### src/rtl/glb_err_pkg.sv
package glb_err_pkg;
  localparam int unsigned NUM_SEV = 3;

  typedef enum logic [1:0] {
    SEV_COR  = 2'd0,
    SEV_NF   = 2'd1,
    SEV_FAT  = 2'd2,
    SEV_RSVD = 2'd3
  } sev_e;

  typedef enum logic [1:0] {
    REG_ROUTE_EN = 2'd0,
    REG_EVT_MASK = 2'd1,
    REG_GLB_STAT = 2'd2,
    REG_LOC_STAT = 2'd3
  } reg_sel_e;
endpackage

### src/rtl/glb_err_sticky_bank.sv
module glb_err_sticky_bank #(
  parameter int unsigned WIDTH = 12
) (
  input  logic             clk,
  input  logic             por_rst,
  input  logic [WIDTH-1:0] set_vec,
  input  logic [WIDTH-1:0] clr_vec,
  output logic [WIDTH-1:0] state_q
);
  // Only power-on reset touches these bits; a set outranks a clear.
  always_ff @(posedge clk) begin
    if (por_rst) state_q <= '0;
    else         state_q <= (state_q & ~clr_vec) | set_vec;
  end
endmodule

### src/rtl/glb_err_ctrl_regs.sv
module glb_err_ctrl_regs #(
  parameter int unsigned NSEV = 3
) (
  input  logic            clk,
  input  logic            por_rst,
  input  logic            hard_rst,
  input  logic            wr_route,
  input  logic            wr_mask,
  input  logic [NSEV-1:0] wdata,
  output logic [NSEV-1:0] route_en_q,
  output logic [NSEV-1:0] evt_mask_q
);
  // Plain control state: either reset clears it.
  always_ff @(posedge clk) begin
    if (por_rst || hard_rst) begin
      route_en_q <= '0;
      evt_mask_q <= '0;
    end else begin
      if (wr_route) route_en_q <= wdata;
      if (wr_mask)  evt_mask_q <= wdata;
    end
  end
endmodule

### src/rtl/glb_err_event_map.sv
module glb_err_event_map #(
  parameter int unsigned N_SRC = 4,
  parameter int unsigned NSEV  = 3
) (
  input  logic [NSEV*N_SRC-1:0] glb_stat,
  input  logic [NSEV-1:0]       evt_mask,
  output logic [NSEV-1:0]       sys_evt
);
  for (genvar v = 0; v < NSEV; v++) begin : g_sev
    logic [N_SRC-1:0] column;
    for (genvar s = 0; s < N_SRC; s++) begin : g_src
      assign column[s] = glb_stat[s*NSEV+v];
    end
    assign sys_evt[v] = (|column) & evt_mask[v];
  end
endmodule

### src/rtl/glb_err_collector.sv
module glb_err_collector
  import glb_err_pkg::*;
#(
  parameter int unsigned N_SRC    = 4,
  parameter int unsigned N_DIRECT = 1,
  parameter int unsigned SRC_W    = 3,
  parameter int unsigned DATA_W   = 32
) (
  input  logic               clk,
  input  logic               hard_rst,
  input  logic               por_rst,
  input  logic               err_valid,
  output logic               err_ready,
  input  logic [1:0]         err_sev,
  input  logic [SRC_W-1:0]   err_src,
  input  logic               reg_we,
  input  logic [1:0]         reg_addr,
  input  logic [DATA_W-1:0]  reg_wdata,
  output logic [DATA_W-1:0]  reg_rdata,
  output logic [NUM_SEV-1:0] sys_evt
);
  localparam int unsigned ST_W = NUM_SEV * N_SRC;

  logic              any_rst, accept, wr_ok;
  logic [ST_W-1:0]   loc_set, glb_set, loc_clr, glb_clr;
  logic [ST_W-1:0]   loc_q, glb_q;
  logic [NUM_SEV-1:0] route_en_q, evt_mask_q;
  logic              unused_wdata;

  assign any_rst   = hard_rst | por_rst;
  assign err_ready = ~any_rst;
  assign accept    = err_valid & err_ready & (err_sev != SEV_RSVD)
                   & ({1'b0, err_src} < (SRC_W+1)'(N_SRC));
  assign wr_ok     = reg_we & ~any_rst;

  // Decode each accepted report to its bit; gate collector-routed sources.
  for (genvar s = 0; s < N_SRC; s++) begin : g_src
    for (genvar v = 0; v < NUM_SEV; v++) begin : g_sev
      assign loc_set[s*NUM_SEV+v] = accept && (err_src == SRC_W'(s)) && (err_sev == 2'(v));
      if (s < N_DIRECT) begin : g_direct
        assign glb_set[s*NUM_SEV+v] = loc_set[s*NUM_SEV+v];
      end else begin : g_routed
        assign glb_set[s*NUM_SEV+v] = loc_set[s*NUM_SEV+v] & route_en_q[v];
      end
    end
  end

  assign glb_clr = (wr_ok && reg_addr == REG_GLB_STAT) ? reg_wdata[ST_W-1:0] : '0;
  assign loc_clr = (wr_ok && reg_addr == REG_LOC_STAT) ? reg_wdata[ST_W-1:0] : '0;
  assign unused_wdata = ^reg_wdata;

  glb_err_sticky_bank #(.WIDTH(ST_W)) u_loc (
    .clk(clk), .por_rst(por_rst), .set_vec(loc_set), .clr_vec(loc_clr), .state_q(loc_q)
  );

  glb_err_sticky_bank #(.WIDTH(ST_W)) u_glb (
    .clk(clk), .por_rst(por_rst), .set_vec(glb_set), .clr_vec(glb_clr), .state_q(glb_q)
  );

  glb_err_ctrl_regs #(.NSEV(NUM_SEV)) u_ctrl (
    .clk(clk), .por_rst(por_rst), .hard_rst(hard_rst),
    .wr_route(wr_ok && reg_addr == REG_ROUTE_EN),
    .wr_mask (wr_ok && reg_addr == REG_EVT_MASK),
    .wdata(reg_wdata[NUM_SEV-1:0]),
    .route_en_q(route_en_q), .evt_mask_q(evt_mask_q)
  );

  glb_err_event_map #(.N_SRC(N_SRC), .NSEV(NUM_SEV)) u_evt (
    .glb_stat(glb_q), .evt_mask(evt_mask_q), .sys_evt(sys_evt)
  );

  always_comb begin
    reg_rdata = '0;
    unique case (reg_addr)
      REG_ROUTE_EN: reg_rdata[NUM_SEV-1:0] = route_en_q;
      REG_EVT_MASK: reg_rdata[NUM_SEV-1:0] = evt_mask_q;
      REG_GLB_STAT: reg_rdata[ST_W-1:0]    = glb_q;
      default:      reg_rdata[ST_W-1:0]    = loc_q;
    endcase
  end
endmodule

### config.mk
export PLATFORM = sky130hd
export DESIGN_NAME = glb_err_collector
export DESIGN_NICKNAME = d
export VERILOG_FILES = /design/src/rtl/glb_err_pkg.sv /design/src/rtl/glb_err_sticky_bank.sv /design/src/rtl/glb_err_ctrl_regs.sv /design/src/rtl/glb_err_event_map.sv /design/src/rtl/glb_err_collector.sv
export SDC_FILE = /design/constraint.sdc
export NUM_CORES = 1
export LEC_CHECK = 0
export ABC_AREA = 1
export ABC_CLOCK_PERIOD_IN_PS = 1200
export BUFFER_PORTS_ARGS = -buffer_cell sky130_fd_sc_hd__buf_2
export CORE_MARGIN = 5
export CORE_UTILIZATION = 42
export DETAILED_ROUTE_END_ITERATION = 12
export GPL_ROUTABILITY_DRIVEN = 0
export MAX_ROUTING_LAYER = met4
export PLACE_DENSITY = 0.76
export SYNTH_ARGS = -nofsm -noshare
export SYNTH_HDL_FRONTEND = slang
export SYNTH_SLANG_ARGS = --single-unit
### constraint.sdc
create_clock -name clk -period 1.2 [get_ports clk]
set_clock_uncertainty 0.2 [all_clocks]
set_input_delay 0 -clock clk [delete_from_list [all_inputs] [get_ports clk]]
set_output_delay 0 -clock clk [all_outputs]
set_load 0.02 [all_outputs]
* Word-level counts from Yosys, hierarchy flattened
Cells that the tools add are included.
** Operators by class
- $add $sub $neg :: 0
- Multipliers :: 0
- Divide/modulo/power cells :: 0
- Order comparisons :: 1
- Equal/unequal tests :: 9
- Shifts and indexed selects :: 0
- Multiplexer cells :: 4
- Bitwise logic cells :: 24
- Reduce and logical (&&, ||, !) cells :: 28
** Operator list (count)
- AND 12 bit :: 2
- two-way mux 12 bit :: 2
- inverter 12 bit :: 2
- bitwise OR 12 bit :: 2
- logical AND 1 bit :: 20
- case mux 9 bit (2 select lines) :: 1
- AND 1 bit :: 16
- OR reduction 4 bit :: 3
- case mux 3 bit (3 select lines) :: 1
- == test 2 bit, second input constant :: 3
- == test 3 x 2 -> 1 bit, second input constant :: 2
- == test 2 x 1 -> 1 bit, second input constant :: 2
- logical NOT 2 bit :: 2
- == test 3 x 1 -> 1 bit, second input constant :: 1
- logical NOT 3 bit :: 1
- < comparator 3 bit, second input constant :: 1
- != test 2 bit, second input constant :: 1
- OR reduction 2 bit :: 1
- logical OR 1 bit :: 1
- inverter 1 bit :: 1
- bitwise OR 1 bit :: 1
** Word-level totals
- Register bits :: 30
- Bits in latches :: 0
- Bits in writable memories :: 0
- Bits in read-only memories :: 0
- Input bits :: 44
- Output and inout bits :: 36
- Word-level logic and storage cells :: 70
- Memories :: 0

* Longest topological paths before layout
Gate-level depths: netlist of run 1.
- Depth in word-level cells :: 9
- Gate-level depth with buffers :: 8
- Depth with buffers taken out :: 6

* Cells and area by module
From an unflattened synthesis of run 1, not the netlist that was laid out.
** Second synthesis, totals
- Cells, all modules :: 320
- Area, all modules :: 2037.0 sq um
** Modules (own cells, without submodules)
- glb_err_sticky_bank :: instances 2, cells each 61, area each 484.2 sq um, seq. area each 240.2 sq um
- glb_err_collector :: instances 1, cells each 152, area each 787.0 sq um, seq. area each 0.0 sq um
- glb_err_ctrl_regs :: instances 1, cells each 34, area each 232.7 sq um, seq. area each 120.1 sq um
- glb_err_event_map :: instances 1, cells each 12, area each 48.8 sq um, seq. area each 0.0 sq um

* Worst setup path after synthesis of run 1
Ideal clock, no wire load.
- Path type :: in2reg
- From :: in por_rst
- To :: reg u_loc.state_q[2]
- Library setup time :: 0.132 ns
- Data arrival time :: 0.840 ns
- Required time :: 0.868 ns
- Path slack :: 0.028 ns
- Stages on the path :: 8
- Path buffers :: 2
- Cell sequence :: buf_6 -> nor2_8 -> nand2_4 -> nor2_1 -> buf_4 -> nand2_1 -> nand2_1 -> a21oi_1
** On the way
- Cells in the longest elaborated chain, start to end :: 8
- Elaborated cells on any way between the ends :: 13
- Classes of those cells :: mux (1); bitwise (9); reduce/logical (3)
** Ends and longest elaborated chain
- start: declaration :: RTL line glb_err_collector.sv:11 : input logic por_rst,
- bitwise OR 1 bit (*) :: RTL line glb_err_collector.sv:30 : assign any_rst = hard_rst | por_rst;
- inverter 1 bit (*) :: RTL line glb_err_collector.sv:31 : assign err_ready = ~any_rst;
- net err_ready :: RTL line glb_err_collector.sv:13 : output logic err_ready,
- AND 1 bit, on equally long branches :: RTL line glb_err_collector.sv:32, glb_err_collector.sv:34
- AND 1 bit or logical AND 1 bit (tied branches) :: RTL line glb_err_collector.sv:32, glb_err_collector.sv:49
- AND 1 bit or two-way mux 12 bit (tied branches) :: RTL line glb_err_collector.sv:33, glb_err_collector.sv:49
- logical AND 1 bit or inverter 12 bit (tied branches) :: RTL line glb_err_collector.sv:39, glb_err_sticky_bank.sv:13
- logical AND 1 bit or AND 12 bit (tied branches) :: RTL line glb_err_collector.sv:39, glb_err_sticky_bank.sv:13
- bitwise OR 12 bit (*) :: RTL line glb_err_sticky_bank.sv:13 : else state_q <= (state_q & ~clr_vec) | set_vec;
- end signal: assignment :: RTL line glb_err_sticky_bank.sv:13
- end: declaration :: RTL line glb_err_sticky_bank.sv:8 : output logic [WIDTH-1:0] state_q
The timed path passes the listed nets; every way through them passes the cells marked *.
A chain may end at the register's enable or synchronous reset.

* Worst setup path after layout of run 1
- From :: reg u_ctrl.evt_mask_q[0]
- To :: out reg_rdata[0]
** On the way
- Cells in the longest elaborated chain, start to end :: 1
** Ends and longest elaborated chain
- start: declaration :: RTL line glb_err_ctrl_regs.sv:11 : output logic [NSEV-1:0] evt_mask_q
- start signal: assignment :: RTL line glb_err_ctrl_regs.sv:20 : if (wr_mask) evt_mask_q <= wdata;
- case mux 3 bit (3 select lines) :: RTL line glb_err_collector.sv:74 : unique case (reg_addr)
- end: declaration :: RTL line glb_err_collector.sv:19 : output logic [DATA_W-1:0] reg_rdata,
Every way passes these cells.

==> key figures, run 1 <==
Outcome
  – Outcome: complete, but fails checks
  – Violated checks: hold timing, setup timing

Synth
  – Yosys warning total: 0
  – Asr flop ratio synth: 0%
  – Post-Synth XOR/XNOR Area: 0%
  – Ys flop type: dfxtp_1
  – #FFs+latches synth: 30
  – Register area share after synthesis: 35.6%
  – Post-synth top cells: nand2_1 (82), dfxtp_1 (30), a21oi_1 (28)
  – Count leader, synth: nand2_1
  – Synth top area share: 35.6%
  – Multiplexer share of the synthesized area: 0%
  – Largest family of logic cells by synthesized area: simple AND/OR/NAND/NOR gates
  – Syn Std Cell Area: 1690 um2
  – Synth top area cells: dfxtp_1 (36%), nand2_1 (18%), buf_4 (9.8%)
  – Compound-cell area share of the yosys netlist: 13.0%
  – Post-Synthesis Cells: 247
  – Area share of fa/ha/maj cells after synthesis: 0%
  – Post-synth EDFFs: 0
  – Simple-gate share of the synthesized area: between 30 and 40%
  – Distinct cells, synth: 22
  – Post-synthesis average cell area: approximately 7 um2
  – Synth area leader: dfxtp_1

Route
  – First-pass DRT Iterations: 4
  – DRT Wirelength: about 4700 um
  – Via density: 4.86
  – DRC violations left: 0
  – Wirelength per Cell: 12.8 um
  – Initial DRC Count: 113
  – Post-DRT Antenna Nets: 0
  – DR vias: about 1,800

Critical path
  – Kind of cell adding the most delay to the critical path: flip-flops
  – CP Data Required Time: 1.00 ns
  – CP Launch Point: u_ctrl.evt_mask_q[0]
  – Worst Setup End Kind: output pin
  – Setup CP Type: register to output pin
  – Slowest stage delay, CP: 0.31 ns
  – CP max FO: 3
  – R2r startpoint: u_ctrl.evt_mask_q[2]
  – Worst Path Buf+Inv: 2
  – Crit-path cells: inv_2, o22ai_2, a21oi_1, nand2_1, buf_6
  – Critical path's slowest cell: dfxtp_2
  – WP data arrival: roughly 1.1 ns
  – Worst Setup Start Kind: register

Finish
  – Antenna diodes: 0
  – Filler instances: about 380
  – Design Area, Final: 2320 um2
  – Flip-flop and latch area: 627 um2
  – Fraction of layout cells with a size suffix above 1: between 30% and 40%
  – Nets: between 300 and 400
  – Final cell count without fillers: 372
  – Multi-input logic area: 912 um2
  – Area grow syn2layout: 37.5%

Timing
  – Worst setup margin: -0.0619 ns
  – Minimum hold slack: -0.137 ns
  – Max Fclk: 792 MHz
  – Final min period: between 1 and 1.5 ns
  – Final slew viol count: 0
  – RSZ-0062 raised after global routing: yes
  – Final Hold Viols: 14
  – Final period utilization: 105%
  – Final setup fails: 6

Floorplanning
  – Io pins: 80
  – Die area: approximately 5400 um2
  – Rows: 23
  – Die Span X: roughly 73 um
  – Die H: 73.4 um
  – Initial Utilization: 42.8%
  – Core area: 3940 um2

CTS
  – Clock transition at the registers of the reported paths: 0.06 ns
  – CTS Sinks: 30
  – CTS buffer count: 5
  – Clock Latency Late Sink: roughly 0.28 ns
  – TritonCTS clock tree: done
  – Root Driver: clkbuf_8
  – CTS Buffer Depth: 2
  – H-tree depth: 2

Global route
  – Vias in the first global route: 1,627
  – Overall routing resource usage: 17.8%
  – Gr ovfl total: 0
  – First-pass GRT wire length: 7270 um
  – Initial antenna violation count: 0
  – Largest net degree at the start of global routing: 25

Place
  – Detailed placement HPWL: 3420 um
  – Placed insts: 344
  – Placed instance area: 1940 um2
  – Port Buffers: 39

Min path
  – Hold Crit Start: err_src[0]
  – HP Class: input port to register

Power
  – Final Power: between 2 and 2.5 mW
  – Max rail drop VDD: around 0.7 mV
  – Lkg Pwr: 0.992 nW
  – Pwr Density: roughly 900 nW/um2

Run
  – Max Cap Viol: 0
==> area by class of cell <==
class,count,share of cell area (%)
Tap cell,50,2.69
Clock buffer,7,3.29
Inverter,20,3.23
Sequential cell,30,27.0
Timing Repair Buffer,78,24.5
Multi-Input combinational cell,187,39.3
==> sequential cells by signal, summed over array words and instances, names as in the netlist <==
signal and flops:
u_glb.state_q 12, u_loc.state_q 12, u_ctrl.evt_mask_q 3, u_ctrl.route_en_q 3
==> placed cells by master, fill, tap and decap left out, drive strengths merged <==
cell type,instances
conb,20
o21ai,5
buf,61
nand4,12
o31ai,3
a21oi,28
nand2,84
nor3,2
clkbuf,7
nand3,18
dfxtp,30
o2111ai,2
a41oi,1
o22ai,1
nor2,11
inv,20
dlygate4sd3,17
==> cell families after synthesis <==
group / Yosys count
AND/OR/NAND/NOR: 127
AO/OA/AOI/OAI: 40
flip-flops: 30
other: 1
buffers and inverters: 49
==> through the flow <==
stage	setup TNS, ns	setup WS, ns	utilization [%]
floorplan	0	0.0278	-
global placement	0	0.0432	49.1
detailed placement	0	0.0229	49.1
CTS	-0.269	-0.0709	56.5
global route	-0.514	-0.125	58.9
finish	-0.180	-0.0619	58.9
==> path summary, 6_finish.rpt <==
check,endpoint,cells after the start,slack (ns)
max reg2reg,u_ctrl.evt_mask_q[2],3,0.18
min,u_glb.state_q[6],4,-0.14
max,reg_rdata[0],5,-0.06
min reg2reg,u_loc.state_q[7],2,0.26
==> report_power, final <==
group	total [mW]	switching, mW	leakage, nW	internal, mW
Clock	0.767	0.369	0.0383	0.398
Sequential	0.997	0.00281	0.250	0.994
Combinational	0.320	0.202	0.704	0.118
==> worst min-delay path, cell delays in order <==
cell and delay (ns):
buf_2 0.10, nor2_2 0.06, nand4_1 0.08, a21oi_1 0.06
==> metal layers <==
metal / GRT usage (%) / vias up / part of all wire, %
met5: - / - / 0
met2: 28.2 / 67 / 49
met1: 22.3 / 816 / 42
met3: 3.28 / 9 / 6.5
met4: 7.24 / 0 / 1.8
li1: - / 915 / -
==> timing repair <==
item | CTS | global route
hold buffers | 17 | 1
setup buffers | 0 | 4
endpoints found under the hold margin | 30 | 11
cloned | 0 | 0
gates resized for setup | 24 | 28
setup endpoints to repair | 10 | 16
pin swaps | 7 | 9
No activity file was read; power rests on OpenSTA's default activity.
==> run 2: changes to the inputs <==
Settings changed: ABC_AREA 1 to default, CTS_CLUSTER_SIZE from default to 10, PLACE_DENSITY 0.76 to 0.75.
==> run 2 against run 1 <==
Net effect:
- the run still ends with hold timing, setup timing left
- worst hold slack improved by 0.075 ns
- global-route usage grew 0.63 points
- via count shrank 7.5%
- core utilization increased by 2.7 points
- sequential cell count unchanged
- register-to-register slack worse by 0.11 ns
==> key figures, run 2 <==
Run
  – Max Cap Viol: 0

Floorplanning
  – Initial Utilization: 43.8%
  – Die area: 5630 um2
  – Die H: 75.1 um
  – Die Span X: 75.1 um
  – Core area: just over 4000 um2
  – Io pins: 80
  – Rows: 23

Place
  – Detailed placement HPWL: 3420 um
  – Placed instance area: 2050 um2
  – Port Buffers: 39

Timing
  – Final period utilization: 121%
  – Final Hold Viols: 21
  – RSZ-0062 raised after global routing: yes
  – Slew @ Worst Pin: roughly 0.55 ns
  – Final setup fails: 19
  – Slew HR: a little over three fifths
  – Minimum hold slack: -0.0622 ns
  – Worst setup margin: -0.250 ns
  – Final slew viol count: 0
  – Final min period: 1.45 ns
  – Max Fclk: 690 MHz

Critical path
  – CP Data Required Time: 1.00 ns
  – Cells on worst reg2reg path: 5
  – Worst Setup Start Kind: register
  – WP data arrival: approximately 1.3 ns
  – Slowest stage delay, CP: 0.48 ns
  – Worst Path Buf+Inv: 1
  – Setup CP Type: register to output pin
  – Kind of cell adding the most delay to the critical path: multiplexers
  – Crit-path cells: mux4_2, buf_6
  – R2R Setup Slk: 0.07 ns
  – Worst R2R End: u_glb.state_q[4]
  – Critical path's slowest cell: mux4_2
  – R2r startpoint: u_glb.state_q[4]
  – Worst Setup End Kind: output pin
  – CP max FO: 3

Route
  – Wl on met1: 1990 um
  – Post-DRT Antenna Nets: 0
  – First-pass DRT Iterations: 4
  – Highest routed layer: met4
  – Metal3 WL: 315 um
  – Via density: 5.17
  – DR vias: 1,671
  – Wirelength per Cell: around 15 um
  – Initial DRC Count: roughly 180
  – Routed length on met2: 2520 um
  – DRC violations left: 0
  – DRT Wirelength: 4950 um

Finish
  – Antenna diodes: 0
  – Most frequent cells in the layout: buf_4 (31), inv_1 (25), a311o_1 (24), buf_2 (24), conb_1 (20)
  – Regs by FF count: u_glb.state_q (12), u_loc.state_q (12)
  – Area grow syn2layout: 40.7%
  – Nets: 316
  – Flip-flop and latch area: 621 um2
  – Fraction of layout cells with a size suffix above 1: 38.1%
  – Multi-input logic area: just under 1000 um2
  – Design Area, Final: 2500 um2
  – Core Util, Final: between 60% and 70%
  – Commonest non-fill, non-tap cell in the layout: buf_4
  – Filler instances: 365

CTS
  – TritonCTS clock tree: done
  – H-tree depth: 2
  – CTS buffer count: 5
  – Root Driver: clkbuf_8
  – Clock transition at the registers of the reported paths: approximately 0.060 ns
  – CTS Sinks: 30
  – Clock Latency Late Sink: 0.28 ns
  – CTS Buffer Depth: 2

Global route
  – Vias in the first global route: 1,532
  – Largest net degree at the start of global routing: 25
  – Gr ovfl total: 0
  – Initial antenna violation count: 0
  – Overall routing resource usage: between 10% and 20%
  – First-pass GRT wire length: 7540 um

Synth
  – Syn Std Cell Area: 1780 um2
  – Ys flop type: dfxtp_1
  – Post-synth top cells: dfxtp_1 (30), inv_1 (25), a311o_1 (24)
  – Count leader, synth: dfxtp_1
  – Register area share after synthesis: 33.8%
  – Synth top area cells: dfxtp_1 (34%), a311o_1 (14%), buf_4 (9.7%)
  – Synth area leader: dfxtp_1
  – Asr flop ratio synth: 0%
  – #FFs+latches synth: 30
  – Distinct cells, synth: 29
  – Yosys warning total: 0
  – Synth top area share: 33.8%
  – Post-synth EDFFs: 0
  – Post-synthesis average cell area: approximately 9 um2
  – Post-Synthesis Cells: approximately 190

Power
  – Pwr Density: 877 nW/um2
  – Lkg Pwr: 1.03 nW
  – Max rail drop VDD: 0.527 mV

Min path
  – HP Class: input port to register
  – Hold Crit Start: err_sev[0]
  – Hold Path Sink: u_loc.state_q[9]
  – Hold path depth: 3

Outcome
  – Outcome: complete, but fails checks
  – Violated checks: hold timing, setup timing
## run 2: cell count changes after synthesis, moves of 4 or more
cell / before / now
nand2_1: 82 / 5
a21oi_1: 28 / 0
a311o_1: 0 / 24
nand3_1: 18 / 1
mux2i_1: 0 / 15
nand4_1: 12 / 1
nor2b_1: 0 / 10
o21ai_0: 5 / 14
o21ai_1: 0 / 6
inv_1: 20 / 25
buf_2: 2 / 6
## run 2: where the power goes
group / internal, mW / switching, mW / total (mW)
sequential: 1.00 / 0.00319 / 1.00
clock: 0.462 / 0.378 / 0.839
combinational: 0.146 / 0.204 / 0.351
## run 2: worst max path at each step
stage,from,end,cells after the start
finish,u_ctrl.route_en_q[1],reg_rdata[1],2
global route,u_glb.state_q[1],reg_rdata[1],2
CTS,u_glb.state_q[1],reg_rdata[1],2
detailed placement,reg_we,u_glb.state_q[3],4
global placement,reg_we,u_glb.state_q[8],4
floorplan,reg_addr[0],u_loc.state_q[0],5
## run 2: worst register-to-register path: cells and delay by family (launching register included)
| kind | cells | cell delay (ns) |
|---|---|---|
| flip-flops | 1 | 0.34 |
| AO/OA/AOI/OAI | 2 | 0.32 |
| buffers and inverters | 3 | 0.21 |
## run 2: layout make-up
cell class	instances	share of cell area, %
sequential	30	24.8
clock buffer	7	3.45
timing repair buffer	84	26.8
multi-input combinational	126	38.5
clock inverter	1	0.200
inverter	25	3.75
tap	50	2.50
## run 2: through the flow
step / setup WS, ns / instances / TNS (ns) / power [mW]
after global placement: -0.309 / 289 / -5.41 / 1.31
after global routing: -0.280 / 323 / -3.80 / 2.28
after floorplan: 0.0654 / 213 / 0 / 1.25
final: -0.250 / 323 / -2.79 / 2.19
after CTS: -0.249 / 317 / -3.13 / 2.19
after detailed placement: -0.387 / 289 / -6.29 / 1.32
## run 2: cells by family after synthesis
| group | share of synthesized area (%) |
|---|---|
| compound gates | 21.9 |
| buf+inv | 17.3 |
| flops | 33.8 |
| mux | 12.2 |
| other cells | 0.211 |
| simple gates | 14.6 |
## run 2: per-layer routing
metal	vias up	global-route usage [%]
li1	809	-
met1	785	23.0
met2	64	29.2
met3	13	3.20
met4	0	7.91
met5	-	-
## run 2: timing repair
item                                    CTS  global route
gates resized for setup                  31            21
hold buffers                             16             3
endpoints found under the setup margin   23            36
setup buffers                             4             5
endpoints found under the hold margin    30            22
pin swaps                                 2             3
==> run 3: changes to the inputs <==
Settings changed: CORE_UTILIZATION 42 to 45, PLACE_DENSITY 0.75 to 0.79, SYNTH_HIERARCHICAL from default to 1.
==> run 3 against run 2 <==
Net effect:
- the run ends with setup timing left
- worst hold slack better by 0.081 ns
- maximum frequency down 0.17%
- first-iteration DRC count fell by 26%
- worst setup slack lost 0.0024 ns
- power up 2.7%
- combinational power increased by 20%
- global-route usage is 0.52 points lower
- sequential power is essentially flat
- clock power is 1% lower
- sequential cell count unchanged
- count of clock-buffer cells in the layout unchanged
- non-clock buffer count increased by 7
==> key figures, run 3 <==
Outcome
  – Outcome: complete, but fails checks
  – Violated checks: setup timing

Finish
  – Multi-input logic area: 1440 um2
  – Design Area, Final: 3090 um2
  – Fraction of layout cells with a size suffix above 1: 49.2%
  – Commonest non-fill, non-tap cell in the layout: buf_4
  – Filler instances: 314
  – Most frequent cells in the layout: buf_4 (39), nand2b_1 (28), inv_1 (23), a21oi_2 (22), buf_2 (21)
  – Nets: roughly 360
  – Area grow syn2layout: 46.8%
  – Regs by FF count: u_glb/state_q (12), u_loc/state_q (12)
  – Flip-flop and latch area: between 600 and 700 um2
  – Antenna diodes: 0

Route
  – Initial DRC Count: between 100 and 150
  – First-pass DRT Iterations: 4
  – DRC violations left: 0
  – Wirelength per Cell: 16.1 um
  – DRT Wirelength: between 6000 and 7000 um
  – DR vias: 1,916
  – Post-DRT Antenna Nets: 0
  – Via density: 5.14

Timing
  – Final min period: ~1.5 ns
  – Final Hold Viols: 0
  – Max Fclk: around 700 MHz
  – RSZ-0062 raised after global routing: yes
  – Final slew viol count: 0
  – Worst setup margin: -0.253 ns
  – Final period utilization: 121%
  – Final setup fails: 28

Global route
  – Met1 GRT Util: 22.6%
  – GRT busiest layer: met2
  – Vias in the first global route: 1,872
  – Gr ovfl total: 0
  – GRT met3 Usage: under 10%
  – Overall routing resource usage: 17.9%
  – First-pass GRT wire length: 8620 um
  – Routing usage on met2: between 20% and 30%
  – Initial antenna violation count: 0
  – Largest net degree at the start of global routing: 25

Power
  – Max rail drop VDD: ~0.44 mV
  – Lkg Pwr: 1.25 nW
  – Pwr Density: 730 nW/um2
  – Final Power: between 2 and 2.5 mW

CTS
  – TritonCTS clock tree: done
  – Root Driver: clkbuf_8
  – H-tree depth: 2
  – Clock transition at the registers of the reported paths: 0.06 ns
  – CTS Sinks: 30
  – CTS buffer count: 5
  – Clock Latency Late Sink: 0.28 ns
  – CTS Buffer Depth: 2

Floorplanning
  – Rows: 24
  – Io pins: 80
  – Die H: 78.4 um
  – Initial Utilization: between 40 and 50%
  – Die Span X: between 70 and 80 um
  – Core area: 4440 um2
  – Die area: between 6000 and 7000 um2

Critical path
  – Worst Setup Start Kind: register
  – Setup CP Type: register to output pin
  – CP Data Required Time: 1.00 ns
  – CP max FO: 3
  – Worst Setup End Kind: output pin
  – WP data arrival: between 1 and 1.5 ns

Synth
  – Asr flop ratio synth: 0%
  – Multiplexer share of the synthesized area: 10.4%
  – Post-synth top cells: dfxtp_1 (30), nand2b_1 (29), inv_1 (24)
  – Synth top area share: 28.6%
  – Synth top area cells: dfxtp_1 (29%), nand2b_1 (8.6%), a21oi_2 (8.3%)
  – Syn Std Cell Area: 2100 um2
  – Ys flop type: dfxtp_1
  – Count leader, synth: dfxtp_1
  – #FFs+latches synth: 30
  – Post-Synth XOR/XNOR Area: 0%
  – Distinct cells, synth: 33
  – Post-synth EDFFs: 0
  – Synth area leader: dfxtp_1
  – Yosys warning total: 6
  – Simple-gate share of the synthesized area: 34.4%
  – Area share of fa/ha/maj cells after synthesis: 0%
  – Register area share after synthesis: 28.6%
  – Compound-cell area share of the yosys netlist: 10.9%
  – Post-synthesis average cell area: 8.80 um2
  – Post-Synthesis Cells: between 200 and 250
  – Largest family of logic cells by synthesized area: simple AND/OR/NAND/NOR gates

Min path
  – HP Class: input port to register

Run
  – Max Cap Viol: 0

Place
  – Placed instance area: 2440 um2
  – Port Buffers: 39
  – Detailed placement HPWL: roughly 3800 um
-- run 3: changes by cell type in the layout (fill, tap and decap cells not counted), moves of 7 or more --
| cell | change |
|---|---|
| nand2b_1 | +28 |
| a311o_1 | -24 |
| a21oi_2 | +22 |
| and3_1 | +12 |
| nor3b_1 | +12 |
| o21ai_0 | -11 |
| o21ai_1 | -9 |
| buf_4 | +8 |
| nor3_4 | +7 |
-- run 3: layout make-up --
cell class                 count  area share [%]
multi-input combinational    168            46.7
timing repair buffer          91            25.1
sequential                    30            20.2
inverter                      24            2.92
clock buffer                   7            2.80
tap                           52            2.11
clock inverter                 1           0.162
-- run 3: cell families (layout without fill, tap and decap cells) --
group	Yosys count	in the layout
and+or+nand+nor	103	103
other	1	20
buffers and inverters	60	123
muxes	18	18
AOI/OAI and AO/OA	27	27
DFF	30	30
-- run 3: worst max-delay path, cell delays in order, from the launching register on --
cell     delay [ns]
dfxtp_2        0.34
mux4_2         0.49
buf_6          0.15
-- run 3: final timing paths --
check | from | to | slack [ns] | depth (start not counted)
setup / recovery | u_glb/state_q[0] | reg_rdata[0] | -0.25 | 2
hold / removal | reg_addr[0] | u_ctrl/route_en_q[2] | 0.02 | 4
setup reg to reg | u_ctrl/route_en_q[0] | u_glb/state_q[3] | -0.05 | 5
hold reg to reg | u_loc/state_q[5] | u_loc/state_q[5] | 0.28 | 2
-- run 3: timing repair --
item / 4_1_cts / 5_1_grt
endpoints found under the hold margin: 26 / 0
gates cloned: 0 / 2
hold buffers: 14 / 0
pin swaps: 3 / 16
resized for setup: 33 / 49
setup endpoints to repair: 25 / 39
buffers inserted: 7 / 4
-- run 3: stage by stage --
step,cells,setup TNS (ns),setup WS [ns],util (%),hold slack (ns)
3_3_place_gp,339,-7.35,-0.312,54.9,0.0799
4_1_cts,368,-2.14,-0.257,63.5,-0.0608
3_5_place_dp,339,-8.06,-0.355,54.9,0.0852
6_report,373,-2.70,-0.253,69.5,0.0185
2_1_floorplan,258,-2.85,-0.160,-,-0.151
5_1_grt,373,-4.15,-0.269,69.5,0.0444
-- run 3: report_power, final --
| part | switching [mW] | internal, mW |
|---|---|---|
| clock | 0.368 | 0.462 |
| sequential | 0.00185 | 0.999 |
| combinational | 0.248 | 0.174 |
| total | 0.618 | 1.63 |
-- run 3: layer usage --
metal	vias up	share of wire (%)	wire length [um]
met5	-	0	0
li1	928	-	-
met3	11	5.7	344
met1	912	42	2510
met4	0	2.0	123
met2	65	50	3040
